==> src/rtl/pwmt_pkg.sv <==
// Package: register offsets and field positions shared by the timer modules.
// Assumes byte-addressed registers spaced four bytes apart.
package pwmt_pkg;
    localparam logic [7:0] OFS_INFO   = 8'h04;
    localparam logic [7:0] OFS_CTRL   = 8'h10;
    localparam logic [7:0] OFS_COUNT  = 8'h14;
    localparam logic [7:0] OFS_MODULO = 8'h18;
    localparam logic [7:0] OFS_CH_CTL = 8'h20;
    localparam logic [7:0] OFS_CH_VAL = 8'h24;
    localparam int         CH_STRIDE  = 8;

    localparam logic [1:0] MODE_RUN   = 2'b01;
    localparam logic [1:0] POL_NORMAL = 2'b10;
    localparam logic [1:0] POL_INVERT = 2'b01;

    // Offset of the control register of channel idx.
    function automatic logic [7:0] ch_ctl_ofs(input int idx);
        return OFS_CH_CTL + 8'(idx * CH_STRIDE);
    endfunction

    // Offset of the value register of channel idx.
    function automatic logic [7:0] ch_val_ofs(input int idx);
        return OFS_CH_VAL + 8'(idx * CH_STRIDE);
    endfunction
endpackage

==> src/rtl/pwmt_prescaler.sv <==
// Prescaler: issues a one-cycle tick every 2^ps clocks while run is high.
// Assumes ps changes only while run is low; the divider restarts from 0
// whenever run is low.
module pwmt_prescaler #(
    parameter int PS_W = 3
) (
    input  logic            clk,
    input  logic            rst_n,
    input  logic            run,
    input  logic [PS_W-1:0] ps,
    output logic            tick
);
    localparam int DIV_W = (1 << PS_W) - 1;

    logic [DIV_W-1:0] div_q;
    logic [DIV_W-1:0] mask;

    // Build a mask of the low ps bits of the divider.
    always_comb begin
        for (int b = 0; b < DIV_W; b++) begin
            mask[b] = (b < int'(ps));
        end
    end

    assign tick = run && ((div_q & mask) == mask);

    // Free-running divider, cleared while stopped.
    always_ff @(posedge clk) begin
        if (!rst_n || !run) div_q <= '0;
        else                div_q <= div_q + 1'b1;
    end
endmodule

==> src/rtl/pwmt_counter.sv <==
// Shared counter with an active and a pending modulo register.
// Assumes tick only pulses while run is high. Counts 0..mod_act and returns
// to 0; modulo writes are immediate when stopped, deferred to wrap otherwise.
module pwmt_counter #(
    parameter int CNT_W = 16
) (
    input  logic             clk,
    input  logic             rst_n,
    input  logic             run,
    input  logic             tick,
    input  logic             mod_wr,
    input  logic [CNT_W-1:0] mod_wdata,
    output logic [CNT_W-1:0] cnt,
    output logic [CNT_W-1:0] mod_pend,
    output logic             wrap
);
    logic [CNT_W-1:0] mod_act;

    assign wrap = tick && (cnt >= mod_act);

    // Advance or return the count on each prescaled tick.
    always_ff @(posedge clk) begin
        if (!rst_n)    cnt <= '0;
        else if (wrap) cnt <= '0;
        else if (tick) cnt <= cnt + 1'b1;
    end

    // Hold the written modulo and move it into use at the right time.
    always_ff @(posedge clk) begin
        if (!rst_n) begin
            mod_act  <= '1;
            mod_pend <= '1;
        end else if (mod_wr && !run) begin
            mod_act  <= mod_wdata;
            mod_pend <= mod_wdata;
        end else begin
            if (mod_wr) mod_pend <= mod_wdata;
            if (wrap)   mod_act  <= mod_pend;
        end
    end


    wrap_zero_chk: assert property (@(posedge clk) disable iff (!rst_n)
        (tick && cnt >= mod_act) |=> (cnt == '0));

    cnt_hold_chk: assert property (@(posedge clk) disable iff (!rst_n)
        !tick |=> $stable(cnt));

    mod_hold_chk: assert property (@(posedge clk) disable iff (!rst_n)
        (run && !wrap) |=> $stable(mod_act));
endmodule

==> src/rtl/pwmt_channel.sv <==
// One PWM channel: compare value (pending and active), mode and polarity bits,
// a sticky match flag, and the waveform decode.
// Assumes cnt, tick and wrap come from the shared counter.
module pwmt_channel #(
    parameter int CNT_W  = 16,
    parameter int DATA_W = 32
) (
    input  logic              clk,
    input  logic              rst_n,
    input  logic              run,
    input  logic              tick,
    input  logic              wrap,
    input  logic [CNT_W-1:0]  cnt,
    input  logic              ctl_wr,
    input  logic              val_wr,
    input  logic [7:0]        ctl_wdata,
    input  logic [CNT_W-1:0]  val_wdata,
    output logic [DATA_W-1:0] ctl_rd,
    output logic [DATA_W-1:0] val_rd,
    output logic              pwm,
    output logic              flag
);
    import pwmt_pkg::*;

    logic [CNT_W-1:0] cv_pend, cv_act;
    logic             edge_sel, aux_sel;
    logic [1:0]       pol;
    logic             enabled, below, hit;
    logic             unused_ctl_bits;

    assign unused_ctl_bits = ^{ctl_wdata[6], ctl_wdata[1:0]};

    // Mode and polarity bits.
    always_ff @(posedge clk) begin
        if (!rst_n) begin
            edge_sel <= 1'b0;
            aux_sel  <= 1'b0;
            pol      <= 2'b00;
        end else if (ctl_wr) begin
            edge_sel <= ctl_wdata[5];
            aux_sel  <= ctl_wdata[4];
            pol      <= ctl_wdata[3:2];
        end
    end

    // Compare value, immediate while stopped, else loaded at wrap.
    always_ff @(posedge clk) begin
        if (!rst_n) begin
            cv_pend <= '0;
            cv_act  <= '0;
        end else if (val_wr && !run) begin
            cv_pend <= val_wdata;
            cv_act  <= val_wdata;
        end else begin
            if (val_wr) cv_pend <= val_wdata;
            if (wrap)   cv_act  <= cv_pend;
        end
    end

    assign hit = tick && (cnt == cv_act);

    // Sticky match flag; a new match wins over a clear.
    always_ff @(posedge clk) begin
        if (!rst_n) flag <= 1'b0;
        else        flag <= hit || (flag && !(ctl_wr && ctl_wdata[7]));
    end

    assign enabled = edge_sel && (pol == POL_NORMAL || pol == POL_INVERT);
    assign below   = cnt < cv_act;
    assign pwm     = enabled && (pol[1] ? below : !below);

    assign ctl_rd = DATA_W'({flag, 1'b0, edge_sel, aux_sel, pol, 2'b00});
    assign val_rd = DATA_W'(cv_pend);


    cv_hold_chk: assert property (@(posedge clk) disable iff (!rst_n)
        (run && !wrap) |=> $stable(cv_act));

    flag_set_chk: assert property (@(posedge clk) disable iff (!rst_n)
        hit |=> flag);

    off_low_chk: assert property (@(posedge clk) disable iff (!rst_n)
        !edge_sel |-> !pwm);
endmodule

==> src/rtl/pwm_shared_timer.sv <==
// Top: register decode, control register and the per-channel array around a
// shared prescaler and counter. Assumes a single-cycle write strobe
// (bus_sel & bus_wr) and a combinational read on bus_addr.
module pwm_shared_timer #(
    parameter int NUM_CH = 4,
    parameter int ADDR_W = 8,
    parameter int DATA_W = 32,
    parameter int CNT_W  = 16,
    parameter int PS_W   = 3
) (
    input  logic              clk,
    input  logic              rst_n,
    input  logic              bus_sel,
    input  logic              bus_wr,
    input  logic [ADDR_W-1:0] bus_addr,
    input  logic [DATA_W-1:0] bus_wdata,
    output logic [DATA_W-1:0] bus_rdata,
    output logic [NUM_CH-1:0] pwm_out,
    output logic [NUM_CH-1:0] ch_flag
);
    import pwmt_pkg::*;

    localparam int MODE_LSB = PS_W;

    logic                          wr_en, run, tick, wrap;
    logic [1:0]                    mode_q;
    logic [PS_W-1:0]               ps_q;
    logic [CNT_W-1:0]              cnt, mod_pend;
    logic [NUM_CH-1:0][DATA_W-1:0] ctl_rd, val_rd;
    logic                          unused_wdata_hi;

    assign unused_wdata_hi = ^bus_wdata[DATA_W-1:CNT_W];
    assign wr_en = bus_sel && bus_wr;
    assign run   = (mode_q == MODE_RUN);

    // Control register: mode always writable, prescaler only while stopped.
    always_ff @(posedge clk) begin
        if (!rst_n) begin
            mode_q <= 2'b00;
            ps_q   <= '0;
        end else if (wr_en && bus_addr == ADDR_W'(OFS_CTRL)) begin
            mode_q <= bus_wdata[MODE_LSB +: 2];
            if (!run) ps_q <= bus_wdata[PS_W-1:0];
        end
    end

    pwmt_prescaler #(.PS_W(PS_W)) u_presc (
        .clk(clk), .rst_n(rst_n), .run(run), .ps(ps_q), .tick(tick)
    );

    pwmt_counter #(.CNT_W(CNT_W)) u_count (
        .clk(clk), .rst_n(rst_n), .run(run), .tick(tick),
        .mod_wr(wr_en && bus_addr == ADDR_W'(OFS_MODULO)),
        .mod_wdata(bus_wdata[CNT_W-1:0]),
        .cnt(cnt), .mod_pend(mod_pend), .wrap(wrap)
    );

    for (genvar g = 0; g < NUM_CH; g++) begin : g_ch
        pwmt_channel #(.CNT_W(CNT_W), .DATA_W(DATA_W)) u_ch (
            .clk(clk), .rst_n(rst_n), .run(run), .tick(tick), .wrap(wrap),
            .cnt(cnt),
            .ctl_wr(wr_en && bus_addr == ADDR_W'(ch_ctl_ofs(g))),
            .val_wr(wr_en && bus_addr == ADDR_W'(ch_val_ofs(g))),
            .ctl_wdata(bus_wdata[7:0]),
            .val_wdata(bus_wdata[CNT_W-1:0]),
            .ctl_rd(ctl_rd[g]), .val_rd(val_rd[g]),
            .pwm(pwm_out[g]), .flag(ch_flag[g])
        );
    end

    // Read multiplexer.
    always_comb begin
        bus_rdata = '0;
        if (bus_addr == ADDR_W'(OFS_INFO))   bus_rdata = DATA_W'(NUM_CH);
        if (bus_addr == ADDR_W'(OFS_CTRL))   bus_rdata = DATA_W'({mode_q, ps_q});
        if (bus_addr == ADDR_W'(OFS_COUNT))  bus_rdata = DATA_W'(cnt);
        if (bus_addr == ADDR_W'(OFS_MODULO)) bus_rdata = DATA_W'(mod_pend);
        for (int i = 0; i < NUM_CH; i++) begin
            if (bus_addr == ADDR_W'(ch_ctl_ofs(i))) bus_rdata = ctl_rd[i];
            if (bus_addr == ADDR_W'(ch_val_ofs(i))) bus_rdata = val_rd[i];
        end
    end


    ps_lock_chk: assert property (@(posedge clk) disable iff (!rst_n)
        run |=> $stable(ps_q));

    stop_tick_chk: assert property (@(posedge clk) disable iff (!rst_n)
        !run |-> !tick);
endmodule

==> config.mk <==
export PLATFORM = sky130hd
export DESIGN_NAME = pwm_shared_timer
export DESIGN_NICKNAME = d
export VERILOG_FILES = /design/src/rtl/pwmt_pkg.sv /design/src/rtl/pwmt_prescaler.sv /design/src/rtl/pwmt_counter.sv /design/src/rtl/pwmt_channel.sv /design/src/rtl/pwm_shared_timer.sv
export SDC_FILE = /design/constraint.sdc
export NUM_CORES = 1
export LEC_CHECK = 0
export ABC_AREA = 1
export BUFFER_PORTS_ARGS = -buffer_cell sky130_fd_sc_hd__buf_2
export CAP_MARGIN = 20
export CORE_UTILIZATION = 63
export DETAILED_ROUTE_END_ITERATION = 10
export PLACE_DENSITY = 0.82
export SLEW_MARGIN = 20
export SYNTH_ARGS = -nofsm -noshare
export SYNTH_HDL_FRONTEND = slang
export SYNTH_HIERARCHICAL = 1
export SYNTH_SLANG_ARGS = --single-unit
==> constraint.sdc <==
create_clock -name clk -period 4.1 [get_ports clk]
set_clock_uncertainty 0.1 [all_clocks]
set_input_delay 0.205 -clock clk [delete_from_list [all_inputs] [get_ports clk]]
set_output_delay 0.205 -clock clk [all_outputs]
set_load 0.01 [all_outputs]
==> metrics <==
Switching Fraction=22.5%; DRT iter0 DRCs=~1300; die area=0.0236 sq mm; Final Max Tran Viols=0; Compound-Gate Fraction of Synth Area=18.7%; Post-synth EDFFs=0; P&R area growth vs syn=3.43%; Top FF cell, synth=dfxtp_1; final cell count without fillers=about 2400; number of antenna diodes=0; DRC=0; P_sw=982 uW; Post-Syn Instances=2109; Max-Cap Viols=0; synthesized cell area=roughly 0.014 sq mm; post-route ant nets=0; Cell Pwr Density=around 290 mW/mm^2; Clk pwr share=49.3%; number of buffers added on ports=56; Clock transition at path regs=60 ps; Synth Area in Adders=under 10%; Clock Tree Root=clkbuf_16; CP top delay family=buffers and inverters; Chip Height=154 um; Slew HR=43.1%; clk sink count=208; Unique masters post-synth=46; via density per instance=5.45; Hold Path Class=in -> reg; Die Width=approximately 150 um; Hold Vio Cnt, Final=0; setup_tns=0 ps; Critical-path top delay cell=dfxtp_1; clk_lat worst skew=510 ps; Bufs and invs on worst path=4; Seq/Total Area, Yosys=28.7%; buffer count from post-CTS setup fixing=0; Critical Path Start Type=register; first-pass GRT wire length=59900 um; sequential power share=46.3%; Total Wirelength=37300 um; initial antenna violation count=0; WL/cell=15.4 um; H-tree depth=1; Worst setup EP type=register; CTS tree=built; fmax=303 MHz; critical path type=reg -> reg; most frequent cell on the critical path=nand2_1; CP max stage delay=630 ps; Synth warnings=6; Setup-failing EPs final=0; Power Total=4.37 mW; layout cells sized above 1=11.2%; flops & latches, synth=~210; top post-synthesis cells by area=dfxtp_1, nand2_1, buf_4, ha_1, o21ai_0; share of flip-flops with an asynchronous set or reset=0%; share of the synthesized area in the top cell type=between 20% and 30%; core area=0.0226 sq mm; run status=complete, no violations; CTS Buffer Depth=3; Layout Nets=2245; combinational power share=about 4.5%; RSZ-0062 raised after global routing=false; cts repair resizes=0; Critical Path Fanout Max=53; Initial Utilization=64.2%; Worst EP required=4380 ps; Static Leak=7.00 nW; largest family of logic cells by synthesized area=simple AND/OR/NAND/NOR gates; Cell Chain, Critical Path=inv_1, ha_1, nand2_1, nor2_1, nor2_1, nand2_1, nand2_1, nand2_1, nand2_1, nand2_1, nand2_1, buf_4, inv_4, buf_12, o21ai_0, a21oi_1, a211oi_1; CTS Hold Bufs=12; gpl congestion=0.918; simple-gate area share of the yosys netlist=between 20% and 30%; number of buffers created by CTS=23; Hold WS=39.0 ps; Congestion Overflow GR=0; mean cell area of the mapped netlist=between 6 and 7 sq um; Least-Margin Pin Slew=845 ps; global-route usage over all layers=a little under a third; Rows=between 50 and 60; DR pass1 iterations=6; largest net degree at the start of global routing=93; dpl cells=2367; crit path time final=3300 ps; commonest non-fill, non-tap cell in the layout=nand2_1; IO Pins=84; XOR/XNOR Fraction of Synth Area=0.363%; HPWL after DPL=26400 um; Final period util=80.4%; P_int=3.39 mW; area leader, netlist=dfxtp_1; mux share of post-synthesis cell area=0.0691%; number of global-route vias before repair=12062; CP arrival=approximately 3600 ps; most frequent cells in the layout=nand2_1, inv_1, nor2_1, dfxtp_1, o21ai_0; Via Count=13182; worst vdd ir=0.274 mV
## per-layer routing
layer	up-vias	GRT usage (%)	wire length [um]
met1	6008	39.6	15700
met5	-	0	0
met2	528	53.9	17600
met4	0	12.4	1250
met3	86	3.80	2780
li1	6560	-	-
## power by group through the flow
stage / Clock [mW] / Sequential (mW) / Combinational [mW]
finish: 2.15 / 2.02 / 0.195
global route: 2.26 / 2.02 / 0.214
CTS: 2.16 / 2.02 / 0.186
detailed placement: 0 / 2.07 / 0.176
global placement: 0 / 2.07 / 0.172
floorplan: 0 / 2.07 / 0.226
## worst reg2reg max path, stage by stage (launching register included)
cell and delay [ps]:
dfxtp_1 630, inv_1 90, ha_1 290, nand2_1 50, nor2_1 80, nor2_1 40
nand2_1 70, nand2_1 50, nand2_1 70, nand2_1 50, nand2_1 60, nand2_1 40
buf_4 210, inv_4 580, buf_12 320, o21ai_0 170, a21oi_1 200, a211oi_1 70
## Yosys cell counts (2+ instances only)
cell type / number
buf_2: 34
xor2_1: 3
o21ai_1: 6
buf_6: 13
nand4_1: 61
o21ai_2: 24
nor2_2: 5
inv_4: 4
xnor2_1: 3
a21o_1: 4
nor2_1: 213
a21oi_1: 156
conb_1: 4
nor2_8: 4
a211oi_1: 14
inv_2: 11
a211oi_2: 24
inv_1: 217
nor3_4: 2
nand2_2: 7
o21ai_0: 175
clkinv_1: 5
nand2_1: 430
nor3_2: 2
nor2_4: 9
nor3_1: 11
or2_0: 2
a21oi_2: 24
o22ai_1: 5
o211ai_1: 16
clkbuf_1: 29
dfxtp_1: 208
ha_1: 82
nand3_2: 4
inv_6: 4
nor4_1: 2
or2_1: 2
nand3_1: 89
buf_1: 3
buf_4: 192
## sequential cells by signal (all words and copies together) (netlist names)
signal,cells
mode_q,2
g_ch.u_ch/edge_sel,4
u_count/cnt,16
g_ch.u_ch/pol,8
ps_q,3
g_ch.u_ch/flag,4
g_ch.u_ch/aux_sel,4
u_presc/div_q,7
g_ch.u_ch/cv_pend,64
u_count/mod_act,16
g_ch.u_ch/cv_act,64
u_count/mod_pend,16
## path summary, 6_finish.rpt
check / startpoint / endpoint / slack (ps) / cells after the start
max reg2reg: u_count/cnt[0] / g_ch[3].u_ch/cv_act[1] / 800 / 17
min reg2reg: u_presc/div_q[6] / u_presc/div_q[6] / 360 / 2
min: bus_wdata[3] / g_ch[3].u_ch/pol[1] / 40 / 3
max: u_count/cnt[0] / g_ch[3].u_ch/cv_act[1] / 800 / 17
## cells by family (layout without fill, tap and decap cells)
kind of cell,count (synthesis),after routing
adders and majority gates,82,82
AOI/OAI and AO/OA,450,450
muxes,1,1
DFF,208,208
and+or+nand+nor,846,846
buffers and inverters,512,369
other,4,172
xor gates and xnor gates,6,6
## through the flow
stage,cell area (sq um),worst slack (ps),utilization (%)
floorplan,15100,497,-
global placement,14100,1000,62.4
CTS,15000,888,66.4
global route,15000,640,66.4
finish,15000,803,66.4
detailed placement,14100,917,62.4
## layout make-up
class | instances | area (sq um)
clock buffers | 33 | 673
clock inverters | 7 | 113
fillers | 1910 | 7580
inverters | 241 | 937
multi-input cells | 1557 | 8150
flip-flops and latches | 208 | 4160
well taps | 285 | 357
repair buffers | 88 | 591
No activity file was read; power rests on OpenSTA's default activity.
